===== src/rtl/sp_pack_pkg.sv =====
package sp_pack_pkg;

    localparam int FRAC_W   = 23;
    localparam int EXPF_W   = 8;
    localparam int BIAS     = 127;
    localparam int EXP_TOP  = (1 << EXPF_W) - 1;
    localparam int MANT_W   = FRAC_W + 3;
    localparam int SIG_W    = FRAC_W + 1;
    localparam int EXP_IN_W = 10;
    localparam int BEXP_W   = EXP_IN_W + 2;
    localparam int SH_CAP   = MANT_W + 1;
    localparam int SH_W     = $clog2(SH_CAP + 1);
    localparam int WORD_W   = 1 + EXPF_W + FRAC_W;

    typedef enum logic [1:0] {
        CLS_ZERO = 2'd0,
        CLS_NUM  = 2'd1,
        CLS_INF  = 2'd2,
        CLS_NAN  = 2'd3
    } num_class_e;

    typedef enum logic [1:0] {
        RND_NEAR = 2'd0,
        RND_ZERO = 2'd1,
        RND_POS  = 2'd2,
        RND_NEG  = 2'd3
    } rnd_mode_e;

    typedef struct packed {
        logic ovf;
        logic unf;
        logic inx;
    } pack_flags_t;

    typedef struct packed {
        pack_flags_t           flags;
        logic [WORD_W-1:0]     word;
    } pack_result_t;

    function automatic logic round_up(rnd_mode_e mode, logic sign, logic lsb,
                                      logic [1:0] gr, logic sticky);
        logic lost;
        lost = gr[1] | gr[0] | sticky;
        case (mode)
            RND_NEAR: round_up = gr[1] & (gr[0] | sticky | lsb);
            RND_ZERO: round_up = 1'b0;
            RND_POS:  round_up = lost & ~sign;
            default:  round_up = lost & sign;
        endcase
    endfunction

    function automatic logic overflow_to_inf(rnd_mode_e mode, logic sign);
        case (mode)
            RND_NEAR: overflow_to_inf = 1'b1;
            RND_ZERO: overflow_to_inf = 1'b0;
            RND_POS:  overflow_to_inf = ~sign;
            default:  overflow_to_inf = sign;
        endcase
    endfunction

endpackage


===== src/rtl/sp_align_shift.sv =====
module sp_align_shift #(
    parameter int W   = 26,
    parameter int SHW = 5
) (
    input  logic [W-1:0]   mant_i,
    input  logic           sticky_i,
    input  logic [SHW-1:0] shamt_i,
    output logic [W-1:0]   mant_o,
    output logic           sticky_o
);
    logic lost;

    always_comb begin
        lost = 1'b0;
        for (int i = 0; i < W; i++) begin
            if (int'(shamt_i) > i) lost = lost | mant_i[i];
        end
        mant_o   = mant_i >> shamt_i;
        sticky_o = sticky_i | lost;
    end
endmodule


===== src/rtl/sp_round_unit.sv =====
module sp_round_unit
    import sp_pack_pkg::*;
#(
    parameter int SW = 24
) (
    input  logic [SW-1:0] sig_i,
    input  logic [1:0]    gr_i,
    input  logic          sticky_i,
    input  logic          sign_i,
    input  rnd_mode_e     mode_i,
    output logic [SW:0]   sum_o,
    output logic          inc_o,
    output logic          inexact_o
);
    always_comb begin
        inexact_o = (|gr_i) | sticky_i;
        inc_o     = round_up(mode_i, sign_i, sig_i[0], gr_i, sticky_i);
        sum_o     = {1'b0, sig_i} + (SW+1)'(inc_o);
    end
endmodule


===== src/rtl/sp_result_packer.sv =====
module sp_result_packer
    import sp_pack_pkg::*;
(
    input  logic                       clk,
    input  logic                       rst,
    input  logic                       in_valid,
    input  logic [1:0]                 in_class,
    input  logic                       in_sign,
    input  logic signed [EXP_IN_W-1:0] in_exp,
    input  logic [MANT_W-1:0]          in_mant,
    input  logic                       in_sticky,
    input  logic [1:0]                 rnd_mode,
    input  logic                       uf_trap_en,
    output logic                       out_valid,
    output logic [WORD_W-1:0]          out_word,
    output logic                       out_overflow,
    output logic                       out_underflow,
    output logic                       out_inexact
);
    localparam logic signed [BEXP_W-1:0] BIAS_S   = BEXP_W'(BIAS);
    localparam logic signed [BEXP_W-1:0] TOP_S    = BEXP_W'(EXP_TOP);
    localparam logic signed [BEXP_W-1:0] CAP_S    = BEXP_W'(SH_CAP);
    localparam logic [EXPF_W-1:0]        EXP_INF  = EXPF_W'(EXP_TOP);
    localparam logic [EXPF_W-1:0]        EXP_BIG  = EXPF_W'(EXP_TOP - 1);
    localparam logic [FRAC_W-1:0]        QUIET    = FRAC_W'(1) << (FRAC_W - 1);

    num_class_e               cls;
    rnd_mode_e                mode;
    logic signed [BEXP_W-1:0] bexp;
    logic signed [BEXP_W-1:0] sh_raw;
    logic signed [BEXP_W-1:0] efin;
    logic                     is_sub;
    logic [SH_W-1:0]          shamt;
    logic [MANT_W-1:0]        al_mant;
    logic                     al_sticky;
    logic [SIG_W:0]           sum;
    logic                     inc;
    logic                     inexact;
    logic                     carry;
    logic                     promoted;
    logic                     ovf;
    pack_result_t             res_d;
    pack_result_t             res_q;

    assign cls  = num_class_e'(in_class);
    assign mode = rnd_mode_e'(rnd_mode);

    // Biased exponent and subnormal alignment distance
    always_comb begin
        bexp   = BEXP_W'(in_exp) + BIAS_S;
        is_sub = (bexp <= 0);
        sh_raw = BEXP_W'(1) - bexp;
        if (!is_sub)
            shamt = '0;
        else if (sh_raw > CAP_S)
            shamt = SH_W'(SH_CAP);
        else
            shamt = sh_raw[SH_W-1:0];
    end

    sp_align_shift #(.W(MANT_W), .SHW(SH_W)) u_align (
        .mant_i   (in_mant),
        .sticky_i (in_sticky),
        .shamt_i  (shamt),
        .mant_o   (al_mant),
        .sticky_o (al_sticky)
    );

    sp_round_unit #(.SW(SIG_W)) u_round (
        .sig_i     (al_mant[MANT_W-1:2]),
        .gr_i      (al_mant[1:0]),
        .sticky_i  (al_sticky),
        .sign_i    (in_sign),
        .mode_i    (mode),
        .sum_o     (sum),
        .inc_o     (inc),
        .inexact_o (inexact)
    );

    // Exponent adjustment after rounding
    always_comb begin
        carry    = sum[SIG_W];
        promoted = sum[FRAC_W];
        efin     = bexp + BEXP_W'(carry);
        ovf      = !is_sub && (efin >= TOP_S);
    end

    // Result selection per class
    always_comb begin
        res_d = '0;
        case (cls)
            CLS_ZERO: res_d.word = {in_sign, {(WORD_W-1){1'b0}}};
            CLS_INF:  res_d.word = {in_sign, EXP_INF, {FRAC_W{1'b0}}};
            CLS_NAN:  res_d.word = {in_sign, EXP_INF,
                                    in_mant[MANT_W-2:2] | QUIET};
            default: begin
                res_d.flags.inx = inexact;
                if (is_sub) begin
                    res_d.word = {in_sign, EXPF_W'(promoted), sum[FRAC_W-1:0]};
                    res_d.flags.unf = !promoted && (inexact || uf_trap_en);
                end else if (ovf) begin
                    res_d.flags.ovf = 1'b1;
                    res_d.flags.inx = 1'b1;
                    if (overflow_to_inf(mode, in_sign))
                        res_d.word = {in_sign, EXP_INF, {FRAC_W{1'b0}}};
                    else
                        res_d.word = {in_sign, EXP_BIG, {FRAC_W{1'b1}}};
                end else begin
                    res_d.word = {in_sign, efin[EXPF_W-1:0], sum[FRAC_W-1:0]};
                end
            end
        endcase
    end

    always_ff @(posedge clk) begin
        if (rst) begin
            out_valid <= 1'b0;
            res_q     <= '0;
        end else begin
            out_valid <= in_valid;
            if (in_valid) res_q <= res_d;
        end
    end

    assign out_word      = res_q.word;
    assign out_overflow  = res_q.flags.ovf;
    assign out_underflow = res_q.flags.unf;
    assign out_inexact   = res_q.flags.inx;

    // Latency and hold
    p_latency_r11: assert property (@(posedge clk) disable iff (rst)
        in_valid |=> out_valid);
    p_idle_r11: assert property (@(posedge clk) disable iff (rst)
        !in_valid |=> (!out_valid && $stable(out_word)));

    // Flag relations at the output
    p_of_nx_r9: assert property (@(posedge clk) disable iff (rst)
        (out_valid && out_overflow) |-> out_inexact);
    p_uf_expzero_r8: assert property (@(posedge clk) disable iff (rst)
        (out_valid && out_underflow) |-> (out_word[WORD_W-2:FRAC_W] == '0));
    p_of_shape_r10: assert property (@(posedge clk) disable iff (rst)
        (out_valid && out_overflow) |->
            (out_word[WORD_W-2:FRAC_W] == EXP_INF && out_word[FRAC_W-1:0] == '0) ||
            (out_word[WORD_W-2:FRAC_W] == EXP_BIG && &out_word[FRAC_W-1:0]));
    p_nan_quiet_r1: assert property (@(posedge clk) disable iff (rst)
        (in_valid && cls == CLS_NAN) |=> (out_word[FRAC_W-1] && !out_overflow));
    p_rz_no_inf_r10: assert property (@(posedge clk) disable iff (rst)
        (in_valid && cls == CLS_NUM && mode == RND_ZERO) |=>
            (out_word[WORD_W-2:FRAC_W] != EXP_INF));
    p_lost_bits_r4: assert property (@(posedge clk) disable iff (rst)
        (in_valid && cls == CLS_NUM && (in_mant[1:0] != 2'b00 || in_sticky)) |=>
            out_inexact);
    p_rz_no_inc_r4: assert property (@(posedge clk) disable iff (rst)
        (in_valid && mode == RND_ZERO) |-> !inc);
endmodule


===== config.mk =====
export PLATFORM = sky130hd
export DESIGN_NAME = sp_result_packer
export DESIGN_NICKNAME = d
export VERILOG_FILES = /design/src/rtl/sp_pack_pkg.sv /design/src/rtl/sp_align_shift.sv /design/src/rtl/sp_round_unit.sv /design/src/rtl/sp_result_packer.sv
export SDC_FILE = /design/constraint.sdc
export NUM_CORES = 1
export LEC_CHECK = 0
export BUFFER_PORTS_ARGS = -buffer_cell sky130_fd_sc_hd__buf_2
export CORE_MARGIN = 2
export CORE_UTILIZATION = 54
export CTS_CLUSTER_DIAMETER = 120
export DETAILED_ROUTE_END_ITERATION = 6
export GPL_TIMING_DRIVEN = 0
export MAX_ROUTING_LAYER = met4
export PLACE_DENSITY = 0.79
export SYNTH_ARGS = -nofsm -noshare
export SYNTH_HDL_FRONTEND = slang
export SYNTH_SLANG_ARGS = --single-unit

===== constraint.sdc =====
create_clock -name clk -period 10.45 [get_ports clk]
set_input_delay 2.09 -clock clk [delete_from_list [all_inputs] [get_ports clk]]
set_output_delay 2.09 -clock clk [all_outputs]
set_load 0.02 [all_outputs]

==> impl_metrics.json <==
{
  "status": "completed",
  "power_mw": 0.720,
  "synth_flop_cell": "dfxtp_1",
  "regArea_um2": 721,
  "drtPass1Iterations": 7,
  "synthArstFlopShare_pct": 0,
  "clk_path_buf_depth": 2,
  "holdWs_ps": 462,
  "ir_worst_vdd_mv": 0.102,
  "drt_iter0_markers": 1474,
  "place.gp.congestion": 1.14,
  "syn-instance-count": 880,
  "synth_top_area_share_pct": 11.9,
  "slowest_stage": "a211oi_2",
  "dieArea_um2": 12100,
  "rows": 38,
  "finalCritPeriodShare_pct": 98.0,
  "setup-violations-final": 0,
  "grt_remaining_overflow": 0,
  "synth_area_um2": 6060,
  "routed-via-count": 8272,
  "end_kind": "register",
  "multi_input_area_um2": 5190,
  "cp.arrival_ps": 10430,
  "tightest_slew_ps": 1320,
  "drive_above_1_share_pct": 23.1,
  "synth_edf_count": 0,
  "r2r_end": "out_word[16]",
  "drtAntennaViolNets": 0,
  "antenna_found_initial": 1,
  "r2r_start": "out_word[16]",
  "ff2ff_setup_slack_ps": 9440,
  "die_x_um": 110,
  "clk_latency_ps": 310,
  "fillCellCount": 999,
  "grt_max_degree": 13,
  "ys_ff_latch": 36,
  "worst-path-max-fanout": 11,
  "fin_skew_ps": 0,
  "cts_buffers": 5,
  "core_area_um2": 10900,
  "criticalPathCategory": "primary input to register",
  "drc": 0,
  "areaGrowthSynthToFinish_pct": 17.6,
  "start_kind": "primary input",
  "grt_pass1_wl_um": 41400,
  "final_cell_mix": "nor2_1, buf_2, nand2_1",
  "ios": 82,
  "whs_path_depth": 2,
  "viasPerCell": 7.41,
  "r2r_cells": 4,
  "synthDistinctLibCells": 102,
  "cts_root_buf": "clkbuf_8",
  "cp.required_ps": 10650,
  "fmax_mhz": 97.7,
  "max_slew_margin_pct": 11.3,
  "powerDensity_nw_per_um2": 101,
  "holdBufCountCts": 0,
  "port-buffer-count": 72,
  "layout_min_cycle_time_ps": 10240,
  "dpl.hpwl_um": 21000,
  "syn_nets": 935,
  "synth_area_leaders": "dfxtp_1, nor2_1, a21oi_1",
  "synth_warnings": 0,
  "synth_area_per_cell_um2": 6.88,
  "cts_tree": "yes",
  "crit_path_max_incr_delay_ps": 630,
  "fp.dieH_um": 110,
  "clock-sinks": 36,
  "min_path_type": "register to register",
  "clkTransAtPathRegs_ps": 70,
  "yosys.area.top_type": "dfxtp_1",
  "drt-total-wl_um": 28200,
  "nNetsFinal": 1030,
  "avgRoutedWirePerCell_um": 25.2,
  "p_leak_nw": 2.65,
  "layout_commonest_cell": "nor2_1",
  "hp-start": "out_inexact",
  "yosysSeqAreaShare_pct": 11.9,
  "start_util_pct": 55.6,
  "hold_viol_final": 0,
  "cap_violations": 0,
  "cp_common_cell": "buf_6",
  "grtUsageTotal_pct": 46.9,
  "hold_end": "out_inexact",
  "cts-htree-levels": 2,
  "slew_viol_final": 0,
  "grt_pass1_vias": 7390
}
==> worst max-delay path: cells and delay by family <==
kind                       cells  cell delay (ps)
AOI/OAI and AO/OA             11             2430
xor gates and xnor gates       2              430
adders and majority gates      6             1310
buffers and inverters          9             1280
and+or+nand+nor               15             2880
==> metrics by stage <==
step | area [um2] | TNS, ps | util (%) | setup slack [ps] | instances
2_1_floorplan | 6060 | 0 | - | 512 | 880
3_3_place_gp | 6590 | -60000 | 60.6 | -2440 | 1092
3_5_place_dp | 6590 | -59970 | 60.6 | -2460 | 1092
4_1_cts | 6910 | 0 | 63.4 | 0.0302 | 1103
5_1_grt | 7120 | -103 | 65.4 | -52.9 | 1117
6_report | 7120 | 0 | 65.4 | 213 | 1117
==> power breakdown <==
| group | internal (mW) | total [mW] | leakage, nW | switching, mW |
|---|---|---|---|---|
| registers | 0.147 | 0.152 | 0.297 | 0.00517 |
| logic | 0.144 | 0.443 | 2.30 | 0.299 |
| clock network | 0.0708 | 0.125 | 0.0552 | 0.0542 |
==> registers in the layout (all words and copies together), names as in the netlist <==
signal         count
out_valid          1
out_inexact        1
out_underflow      1
out_overflow       1
out_word          32
==> synth_stat cells, types with 14 or more instances <==
library cell / count
clkbuf_1: 33
nor3_1: 41
and3_1: 14
a21oi_1: 66
a211oi_1: 14
mux2i_1: 14
o21ai_0: 39
dfxtp_1: 36
o211ai_1: 17
nor2_1: 110
nand2_1: 79
inv_1: 14
xnor2_1: 17
and2_1: 14
buf_2: 19
nand3_1: 38
nand4_1: 15
==> layer usage <==
metal	vias to the layer above	share of wire [%]	GRT usage (%)
met3	164	15	14.4
met2	766	40	65.8
met4	0	6.6	25.0
li1	3588	-	-
met1	3754	38	59.8
met5	-	0	-
==> area by class of cell <==
class	count	area share (%)
Sequential cell	36	10.1
Timing Repair Buffer	92	7.17
Antenna cell	1	0.0351
Buffer	63	5.02
Clock inverter	2	0.492
Clock buffer	6	1.02
Multi-Input combinational cell	761	72.8
Tap cell	140	2.46
Inverter	16	0.861
==> how the worst max path moves through the flow <==
stage | startpoint | to | slack (ps)
2_1_floorplan | in_exp[0] | out_word[8] | 510
3_5_place_dp | in_exp[0] | out_word[12] | -2460
4_1_cts | in_exp[0] | out_word[8] | 0.03
5_1_grt | in_exp[0] | out_word[12] | -50
3_3_place_gp | in_exp[0] | out_word[12] | -2440
6_report | in_exp[0] | out_word[8] | 210
==> repair_timing <==
item,CTS,global route
pin swaps,6,13
endpoints found under the setup margin,33,31
endpoints found under the hold margin,0,0
gates resized for setup,38,37
setup buffers,7,13
==> cells by family after synthesis <==
| family | Yosys count | synth area share, % |
|---|---|---|
| AND/OR/NAND/NOR | 389 | 32.7 |
| AO/OA/AOI/OAI | 312 | 38.9 |
| buffers and inverters | 83 | 6.40 |
| flip-flops | 36 | 11.9 |
| XOR/XNOR | 29 | 4.32 |
| multiplexers | 22 | 3.90 |
| adder cells (fa/ha/maj) | 9 | 1.86 |
Power figures use the tool's default switching activity.
